===== config.mk =====
export PLATFORM = sky130hd
export DESIGN_NAME = irq_accept_unit
export DESIGN_NICKNAME = d
export VERILOG_FILES = /design/src/rtl/irqu_pkg.sv /design/src/rtl/irqu_ctrl.sv /design/src/rtl/irqu_dpath.sv /design/src/rtl/irq_accept_unit.sv
export SDC_FILE = /design/constraint.sdc
export NUM_CORES = 1
export LEC_CHECK = 0
export ABC_AREA = 0
export BUFFER_PORTS_ARGS = -buffer_cell sky130_fd_sc_hd__buf_2
export CORE_MARGIN = 3
export CORE_UTILIZATION = 43
export DETAILED_ROUTE_END_ITERATION = 6
export HOLD_SLACK_MARGIN = 0.15
export MAX_ROUTING_LAYER = met4
export PLACE_DENSITY = 0.77
export SLEW_MARGIN = 15
export SYNTH_ARGS = -nofsm -noshare
export SYNTH_HDL_FRONTEND = slang
export SYNTH_HIERARCHICAL = 1
export SYNTH_SLANG_ARGS = --single-unit

===== constraint.sdc =====
create_clock -name clk -period 1.4 [get_ports clk]
set_input_delay 0.14 -clock clk [delete_from_list [all_inputs] [get_ports clk]]
set_output_delay 0.14 -clock clk [all_outputs]
set_load 0.02 [all_outputs]

===== src/rtl/irqu_pkg.sv =====
package irqu_pkg;
  typedef enum logic [1:0] {
    CSR_PEND = 2'd0,
    CSR_MASK = 2'd1,
    CSR_EN   = 2'd2,
    CSR_BASE = 2'd3
  } csrSel_e;

  typedef struct packed {
    logic take;
    logic wrPend;
    logic wrMask;
    logic wrEn;
    logic wrBase;
  } irqStrobes_t;
endpackage


===== src/rtl/irqu_ctrl.sv =====
module irqu_ctrl
  import irqu_pkg::*;
(
  input  logic        clk,
  input  logic        rstN,
  input  logic        csrWe,
  input  logic [1:0]  csrSel,
  input  logic        retire,
  input  logic        gie,
  input  logic        hit,
  output irqStrobes_t strb
);
  always_comb begin
    strb.take   = retire && gie && hit;
    strb.wrPend = csrWe && (csrSel == CSR_PEND);
    strb.wrMask = csrWe && (csrSel == CSR_MASK);
    strb.wrEn   = csrWe && (csrSel == CSR_EN);
    strb.wrBase = csrWe && (csrSel == CSR_BASE);
  end


  take_needs_gie_chk: assert property (@(posedge clk) disable iff (!rstN)
    !gie |-> !strb.take);


  no_back_to_back_chk: assert property (@(posedge clk) disable iff (!rstN)
    strb.take |=> !strb.take);
endmodule


===== src/rtl/irqu_dpath.sv =====
module irqu_dpath
  import irqu_pkg::*;
#(
  parameter int NumIrq    = 32,
  parameter int XLen      = 32,
  parameter int VecId     = 6,
  parameter int SlotBytes = 32,
  parameter int BaseLow   = 8
) (
  input  logic              clk,
  input  logic              rstN,
  input  irqStrobes_t       strb,
  input  logic [NumIrq-1:0] irqLines,
  input  logic [1:0]        csrSel,
  input  logic [XLen-1:0]   csrWdata,
  output logic [XLen-1:0]   csrRdata,
  input  logic [XLen-1:0]   curPc,
  output logic              gie,
  output logic              hit,
  output logic [XLen-1:0]   redirectPc,
  output logic [XLen-1:0]   raData
);
  localparam int VecOff = VecId * SlotBytes;

  logic [NumIrq-1:0]       pendQ, maskQ, pendClr;
  logic [1:0]              ienQ;
  logic [XLen-1:BaseLow]   baseQ;

  assign pendClr = strb.wrPend ? csrWdata[NumIrq-1:0] : '0;

  always_ff @(posedge clk) begin
    if (!rstN) begin
      pendQ <= '0;
      maskQ <= '0;
      ienQ  <= 2'b00;
      baseQ <= '0;
    end else begin
      pendQ <= (pendQ & ~pendClr) | irqLines;
      if (strb.wrMask) maskQ <= csrWdata[NumIrq-1:0];
      if (strb.take)      ienQ <= 2'b10;
      else if (strb.wrEn) ienQ <= csrWdata[1:0];
      if (strb.wrBase) baseQ <= csrWdata[XLen-1:BaseLow];
    end
  end

  assign gie        = ienQ[0];
  assign hit        = |(pendQ & maskQ);
  assign redirectPc = {baseQ, {BaseLow{1'b0}}} + XLen'(VecOff);
  assign raData     = curPc;

  always_comb begin
    unique case (csrSel_e'(csrSel))
      CSR_PEND: csrRdata = XLen'(pendQ);
      CSR_MASK: csrRdata = XLen'(maskQ);
      CSR_EN:   csrRdata = XLen'(ienQ);
      default:  csrRdata = {baseQ, {BaseLow{1'b0}}};
    endcase
  end


  pend_set_chk: assert property (@(posedge clk) disable iff (!rstN)
    1'b1 |=> ((($past(irqLines)) & ~pendQ) == '0));


  pend_sticky_chk: assert property (@(posedge clk) disable iff (!rstN)
    !strb.wrPend |=> ((($past(pendQ)) & ~pendQ) == '0));


  entry_enable_chk: assert property (@(posedge clk) disable iff (!rstN)
    strb.take |=> (ienQ == 2'b10));
endmodule


===== src/rtl/irq_accept_unit.sv =====
module irq_accept_unit
  import irqu_pkg::*;
#(
  parameter int NumIrq = 32,
  parameter int XLen   = 32
) (
  input  logic              clk,
  input  logic              rstN,
  input  logic [NumIrq-1:0] irqLines,
  input  logic              csrWe,
  input  logic [1:0]        csrSel,
  input  logic [XLen-1:0]   csrWdata,
  output logic [XLen-1:0]   csrRdata,
  input  logic              retire,
  input  logic [XLen-1:0]   curPc,
  output logic              redirect,
  output logic [XLen-1:0]   redirectPc,
  output logic              raWe,
  output logic [XLen-1:0]   raData
);
  irqStrobes_t strb;
  logic gie, hit;

  irqu_ctrl u_ctrl (
    .clk(clk), .rstN(rstN), .csrWe(csrWe), .csrSel(csrSel),
    .retire(retire), .gie(gie), .hit(hit), .strb(strb)
  );

  irqu_dpath #(.NumIrq(NumIrq), .XLen(XLen)) u_dpath (
    .clk(clk), .rstN(rstN), .strb(strb), .irqLines(irqLines),
    .csrSel(csrSel), .csrWdata(csrWdata), .csrRdata(csrRdata),
    .curPc(curPc), .gie(gie), .hit(hit),
    .redirectPc(redirectPc), .raData(raData)
  );

  assign redirect = strb.take;
  assign raWe     = strb.take;
endmodule


==> results of run 1 <==
registers in the layout (all words and copies together), names as in the netlist:
name / count
u_dpath/baseQ: 24
u_dpath/ienQ: 2
u_dpath/maskQ: 32
u_dpath/pendQ: 32
synth_stat cells, drive strengths merged:
cell / instances
nor2b: 89
or4: 1
dfxtp: 90
a22oi: 16
and2: 1
nand2: 58
nor3b: 2
o21a: 1
o21ai: 26
buf: 55
mux2i: 89
and3: 2
mux2: 1
nand4: 4
clkbuf: 16
a21oi: 32
and3b: 2
nor2: 6
conb: 2
path summary, 6_finish.rpt:
| path | slack [ns] | end | cells after the start |
|---|---|---|---|
| hold reg to reg | 0.54 | u_dpath/baseQ[22]$_SDFFE_PN0P_ | 2 |
| setup / recovery | -0.67 | redirect | 5 |
| setup reg to reg | -0.65 | u_dpath/ienQ[1]$_SDFFE_PN0P_ | 8 |
| hold / removal | 0.28 | raData[10] | 0 |
cell usage in the layout (no fill, tap or decap), types with 2 or more instances in the layout:
cell type | synthesis | layout
a21oi_1 | 32 | 32
a22oi_1 | 15 | 4
conb_1 | 2 | 8
clkbuf_1 | 16 | 3
buf_2 | 10 | 107
mux2i_2 | 0 | 7
buf_12 | 0 | 7
nor2b_1 | 89 | 89
dfxtp_1 | 90 | 54
nand2_1 | 58 | 58
mux2i_4 | 0 | 3
dfxtp_2 | 0 | 36
o21ai_2 | 0 | 2
dlygate4sd3_1 | 0 | 64
clkbuf_8 | 0 | 11
mux2i_1 | 89 | 79
a22oi_2 | 1 | 12
o21ai_1 | 2 | 22
o21ai_0 | 24 | 2
nor2_1 | 6 | 6
nand4_1 | 4 | 4
buf_4 | 45 | 74
buf_6 | 0 | 24
cells by family (layout without fill, tap and decap cells):
family,count (synthesis),after routing,synth area share
AND/OR/NAND/NOR,165,165,0.1985
multiplexers,90,90,0.2018
buffers and inverters,71,292,0.1002
flip-flops,90,90,0.4031
other,2,8,0.001680
AO/OA/AOI/OAI,75,75,0.09463
per-stage QoR:
stage	util	power, µW	TNS, ns
5_1_grt	0.6774	6105	-3.038
4_1_cts	0.6512	5785	-2.394
3_5_place_dp	0.5587	3835	-1.445
6_report	0.6774	5857	-2.692
3_3_place_gp	0.5587	3803	-1.454
2_1_floorplan	-	3478	-0.4489
worst max-delay path, delay by kind of cell (launching register included):
family | cells | cell delay, ns
compound gates | 1 | 0.25
buf+inv | 1 | 0.13
simple gates | 3 | 0.87
flops | 1 | 0.33
power groups by stage:
stage | registers (µW) | logic, µW | clock network [µW]
after detailed placement | 2820 | 1020 | 0
after global routing | 2800 | 1350 | 1950
after floorplan | 2840 | 635 | 0
after CTS | 2760 | 1170 | 1850
after global placement | 2810 | 998 | 0
final | 2790 | 1270 | 1800
layer usage:
layer / vias to the layer above / track usage
met5: - / -
met4: 0 / 0.1037
met3: 39 / 0.02985
met2: 147 / 0.4356
met1: 2028 / 0.2743
li1: 2071 / -
what timing repair did:
| item | CTS | global route |
|---|---|---|
| setup endpoints to repair | 11 | 28 |
| hold buffers | 64 | 0 |
| hold endpoints to repair | 88 | 0 |
| pin swaps | 6 | 18 |
| buffers inserted | 2 | 3 |
| gates resized for setup | 28 | 102 |
area by class of cell:
cell class                      count  area share
Tap cell                          133     0.02468
Sequential cell                    90      0.2739
Timing Repair Buffer              276      0.3177
Clock inverter                      2    0.005196
Clock buffer                       14     0.02412
Multi-Input combinational cell    338      0.3544
==> out/qor.yml, run 1 <==
status:
  outcome: "complete, but fails checks"
  violations: "negative setup slack"
global_routing:
  grt_max_degree: 51
  grt_pass1_wl_mm: 21.49
  grtUsageTotal: 0.2438
  antenna_found_initial: 0
  first_global_vias: 4528
  grt.overflow.total: 0
drt:
  via_count: 4285
  dr.pass1.iters: 4
  routed_wl_mm: 14.39
  via_per_inst: 5.023
  wl_met2_mm: 7.546
  dr.first_iter.drc_count: 164
  antenna_left: 0
  wl_per_cell_um: 16.87
  routed.top_layer: "met4"
  wl_met1_mm: 5.870
  drcViolationCount: 0
  met3_length_um: 615
floorplan:
  core_area_mm2: 0.009955
  die_h_um: 108.0
  die-area_mm2: 0.01165
  num_io_pins: 200
  initial_core_util: 0.4490
  rows: 36
  dieWidth_um: 108.0
cells_and_area:
  num_antenna_cells: 0
  final_area_mm2: 0.006743
  final-seq-area_mm2: 0.001847
  area_growth_pct: 50.87
  nNetsFinal: 817
  fin_cells: 853
  multi_input_area_mm2: 0.002390
  drive_gt1_frac: 0.4056
  fillerInstances: 728
clocking:
  cts_inserted_buffers: 9
  cts_tree: "done"
  clkTransAtPathRegs_ns: 0.08
  root_buffer: "clkbuf_8"
  clk_path_buf_depth: 2
  clkLatencyLatePin_ns: 0.34
  htree_levels: 3
  cts_sinks: 90
timing:
  fmax_ghz: 0.4838
  rsz0062_at_grt: "true"
  setup_ws_ns: -0.6671
  slew_viol_final: 0
  hold_violations: 0
  finalSetupViolCount: 6
  fin_worst_skew_ns: 0.005906
  fin_crit_ns: 2.067
  fin_hold_ws_ns: 0.2800
  finalCritPeriodShare: 1.477
worst_setup_path:
  critical_path.cell_chain: "a22oi_2 > nand4_1 > or4_4 > and3_4 > buf_6"
  cp_slowest_cell: "or4_4"
  cp_max_fo: 3
  critPathLaunchType: "register"
  r2r-start: "u_dpath/pendQ[27]$_SDFF_PN0_"
  required_ns: 1.26
  crit_path_max_incr_delay_ns: 0.53
  worstSetupStartpoint: "u_dpath/pendQ[27]$_SDFF_PN0_"
  arrival_ns: 1.93
  path_class: "register to primary output"
  critPathCaptureType: "primary output"
flow_run:
  cap_viol_max_count: 0
worst_hold_path:
  hold_path_class: "primary input to primary output"
  worstHoldStart: "curPc[10]"
pwr:
  pwr-share-comb: 0.217
  switchingPower_uw: 1561
  clkPwrFrac: 0.307
  p_leak_uw: 0.002879
  p_sw_frac: 0.2666
  powerDensity_mw_per_mm2: 868.7
  seq_power_share: 0.476
  vdd_drop_max_v: 0.0005766
  intPower_uw: 4296
place:
  placed_area_mm2: 0.005562
  pre_cts_ws_ns: -0.3789
  portBuffers: 127
  dp.cells: 770
  globalplace.congestion: 0.8720
  place_hpwl_mm: 9.683
logic_synthesis:
  yosysWarnings: 6
  synth_seq_cells: 90
  synthTopCellsByArea: "dfxtp_1 40%, mux2i_1 20%, nor2b_1 12%, buf_4 7.6%, nand2_1 4.9%"
  yosysTopAreaCell: "dfxtp_1"
  synth.avg_cell_area_um2: 9.065
  synth_top_area_frac: 0.4031
  syn_area_mm2: 0.004469
  synth_cells: 493
  synth_cell_type_count: 24
  ys_seq_area_frac: 0.4031
No activity file was read; power rests on OpenSTA's default activity.
==> run 2, diff against run 1 <==
--- a/config.mk
+++ b/config.mk
@@ -8,11 +8,12 @@
 export ABC_AREA = 0
 export BUFFER_PORTS_ARGS = -buffer_cell sky130_fd_sc_hd__buf_2
 export CORE_MARGIN = 3
-export CORE_UTILIZATION = 43
+export CORE_UTILIZATION = 47
 export DETAILED_ROUTE_END_ITERATION = 6
 export HOLD_SLACK_MARGIN = 0.15
 export MAX_ROUTING_LAYER = met4
-export PLACE_DENSITY = 0.77
+export PLACE_DENSITY = 0.8
+export REMOVE_ABC_BUFFERS = 1
 export SLEW_MARGIN = 15
 export SYNTH_ARGS = -nofsm -noshare
 export SYNTH_HDL_FRONTEND = slang
==> constraint.sdc (replaced) <==
create_clock -name clk -period 2.1 [get_ports clk]
set_input_delay 0.21 -clock clk [delete_from_list [all_inputs] [get_ports clk]]
set_output_delay 0.21 -clock clk [all_outputs]
set_load 0.02 [all_outputs]
==> run 2 against run 1 <==
The run still ends with negative setup slack left; sequential power shrank 33%; worst setup slack improved by 0.65 ns; die area down 8.0%; combinational power down 51%; first-iteration DRC count fell by 27%; critical path depth did not move; critical path type unchanged; critical endpoint is now raWe; largest cell class unchanged.
==> out/qor.yml, run 2 (same netlist as run 1, synthesis figures left out) <==
clocking:
  clk_path_buf_depth: 2
  htree_levels: 3
  cts_inserted_buffers: 9
  root_buffer: "clkbuf_8"
  clkTransAtPathRegs_ns: 0.09
  cts_tree: "done"
  clkLatencyLatePin_ns: 0.35
  cts_sinks: 90
worst_setup_path:
  crit_family: "simple AND/OR/NAND/NOR gates"
  path_class: "register to primary output"
  cp_max_fo: 3
  critPathLaunchType: "register"
  required_ns: 1.89
  critPathCaptureType: "primary output"
  cp_slowest_cell: "or4_4"
  arrival_ns: 1.91
  r2r-start: "u_dpath/pendQ[7]$_SDFF_PN0_"
  crit_path_max_incr_delay_ns: 0.54
  worstSetupStartpoint: "u_dpath/pendQ[7]$_SDFF_PN0_"
  critical_path.cell_chain: "a22oi_2 > nand4_1 > or4_4 > and3_4 > buf_6"
  cp_num_buf_inv: 1
place:
  globalplace.congestion: 0.8093
  placed_area_mm2: 0.004947
  place_hpwl_mm: 8.972
  portBuffers: 127
  dp.cells: 693
timing:
  slew_viol_final: 0
  hold_violations: 0
  tightest_slew_ns: 0.5585
  fin_hold_ws_ns: 0.1579
  finalSetupViolCount: 2
  finalCritPeriodShare: 1.007
  max_slew_margin: 0.6277
  fin_crit_ns: 2.115
  setup_ws_ns: -0.01542
  fmax_ghz: 0.4727
  rsz0062_at_grt: "true"
  fin_worst_skew_ns: 0.004769
worst_hold_path:
  worstHoldStart: "csrWdata[24]"
  hold_path_class: "primary input to register"
status:
  outcome: "complete, but fails checks"
  violations: "negative setup slack"
drt:
  dr.first_iter.drc_count: 120
  dr.pass1.iters: 6
  routed_wl_mm: 12.80
  antenna_left: 0
  via_per_inst: 5.053
  via_count: 3825
  wl_per_cell_um: 16.91
  drcViolationCount: 0
floorplan:
  num_io_pins: 200
  core_area_mm2: 0.008976
  rows: 34
  dieWidth_um: 103.5
  initial_core_util: 0.4979
  die_h_um: 103.5
  die-area_mm2: 0.01072
cells_and_area:
  nNetsFinal: 729
  num_antenna_cells: 0
  reg.largest.list: "u_dpath/maskQ (32), u_dpath/pendQ (32), u_dpath/baseQ (24)"
  final_area_mm2: 0.005710
  drive_gt1_frac: 0.2758
  area_growth_pct: 27.77
  fin_cells: 757
  final_common_cell: "buf_2"
  mostFrequentLayoutCells: "125 x buf_2, 89 x mux2i_1, 89 x nor2b_1"
flow_run:
  cap_viol_max_count: 0
pwr:
  vdd_drop_max_v: 0.0003759
  powerDensity_mw_per_mm2: 654.4
  p_leak_uw: 0.002396
global_routing:
  grt.overflow.total: 0
  first_global_vias: 3976
  grt_max_degree: 54
  grtUsageTotal: 0.2448
  antenna_found_initial: 0
  grt_pass1_wl_mm: 20.62
## run 2: changes by cell type in the layout (fill, tap and decap cells not counted), moves of 10 or more
cell / previous run / this run
buf_2: 107 / 125
o21ai_0: 2 / 24
mux2i_1: 79 / 89
dfxtp_1: 54 / 85
o21ai_1: 22 / 2
buf_6: 24 / 2
buf_4: 74 / 12
dfxtp_2: 36 / 5
dlygate4sd3_1: 64 / 48
## run 2: per-stage QoR
step / setup slack, ns / TNS (ns) / power, µW / util
final: -0.01542 / -0.02948 / 3737 / 0.6362
after global routing: -0.07266 / -0.1440 / 3900 / 0.6362
after CTS: -0.03229 / -0.06455 / 3763 / 0.6337
after detailed placement: 0.2139 / 0 / 2432 / 0.5512
after global placement: 0.2414 / 0 / 2413 / 0.5512
after floorplan: 0.2491 / 0 / 2174 / -
## run 2: path summary, 6_finish.rpt
path         slack (ns)                        endpoint  cells past startpoint
max               -0.02                            raWe                      5
min                0.16  u_dpath/baseQ[24]$_SDFFE_PN0P_                      3
max reg2reg        0.22    u_dpath/ienQ[0]$_SDFFE_PP0P_                      6
min reg2reg        0.53     u_dpath/pendQ[7]$_SDFF_PN0_                      2
## run 2: worst min-delay path: stages
cell     delay (ns)
buf_2          0.10
mux2i_1        0.07
nor2b_1        0.10
## run 2: area by class of cell
cell class | count | area (µm²)
tap | 126 | 157.7
timing repair buffer | 188 | 1239
multi-input combinational | 338 | 2298
sequential | 90 | 1808
clock buffer | 10 | 127.6
clock inverter | 5 | 80.08
fill | 740 | 3266
## run 2: repair_timing
action,4_1_cts,5_1_grt
pin swaps,7,4
gates resized for setup,13,6
hold endpoints to repair,49,0
hold buffers,48,0
endpoints found under the setup margin,2,2
setup buffers,1,0
cloned,0,0
## run 2: metal layers
layer  vias to the layer above  part of all wire  GRT usage
met4                         0             0.013    0.06458
li1                       1879                 -          -
met3                        18             0.084    0.09080
met5                         -                 0          -
met1                      1765              0.44     0.3021
met2                       163              0.46     0.3804
## run 2: report_power, final
part,switching [µW],internal (µW),total (µW)
logic,322,301,623
registers,67.9,1790,1860
clock network,594,662,1260
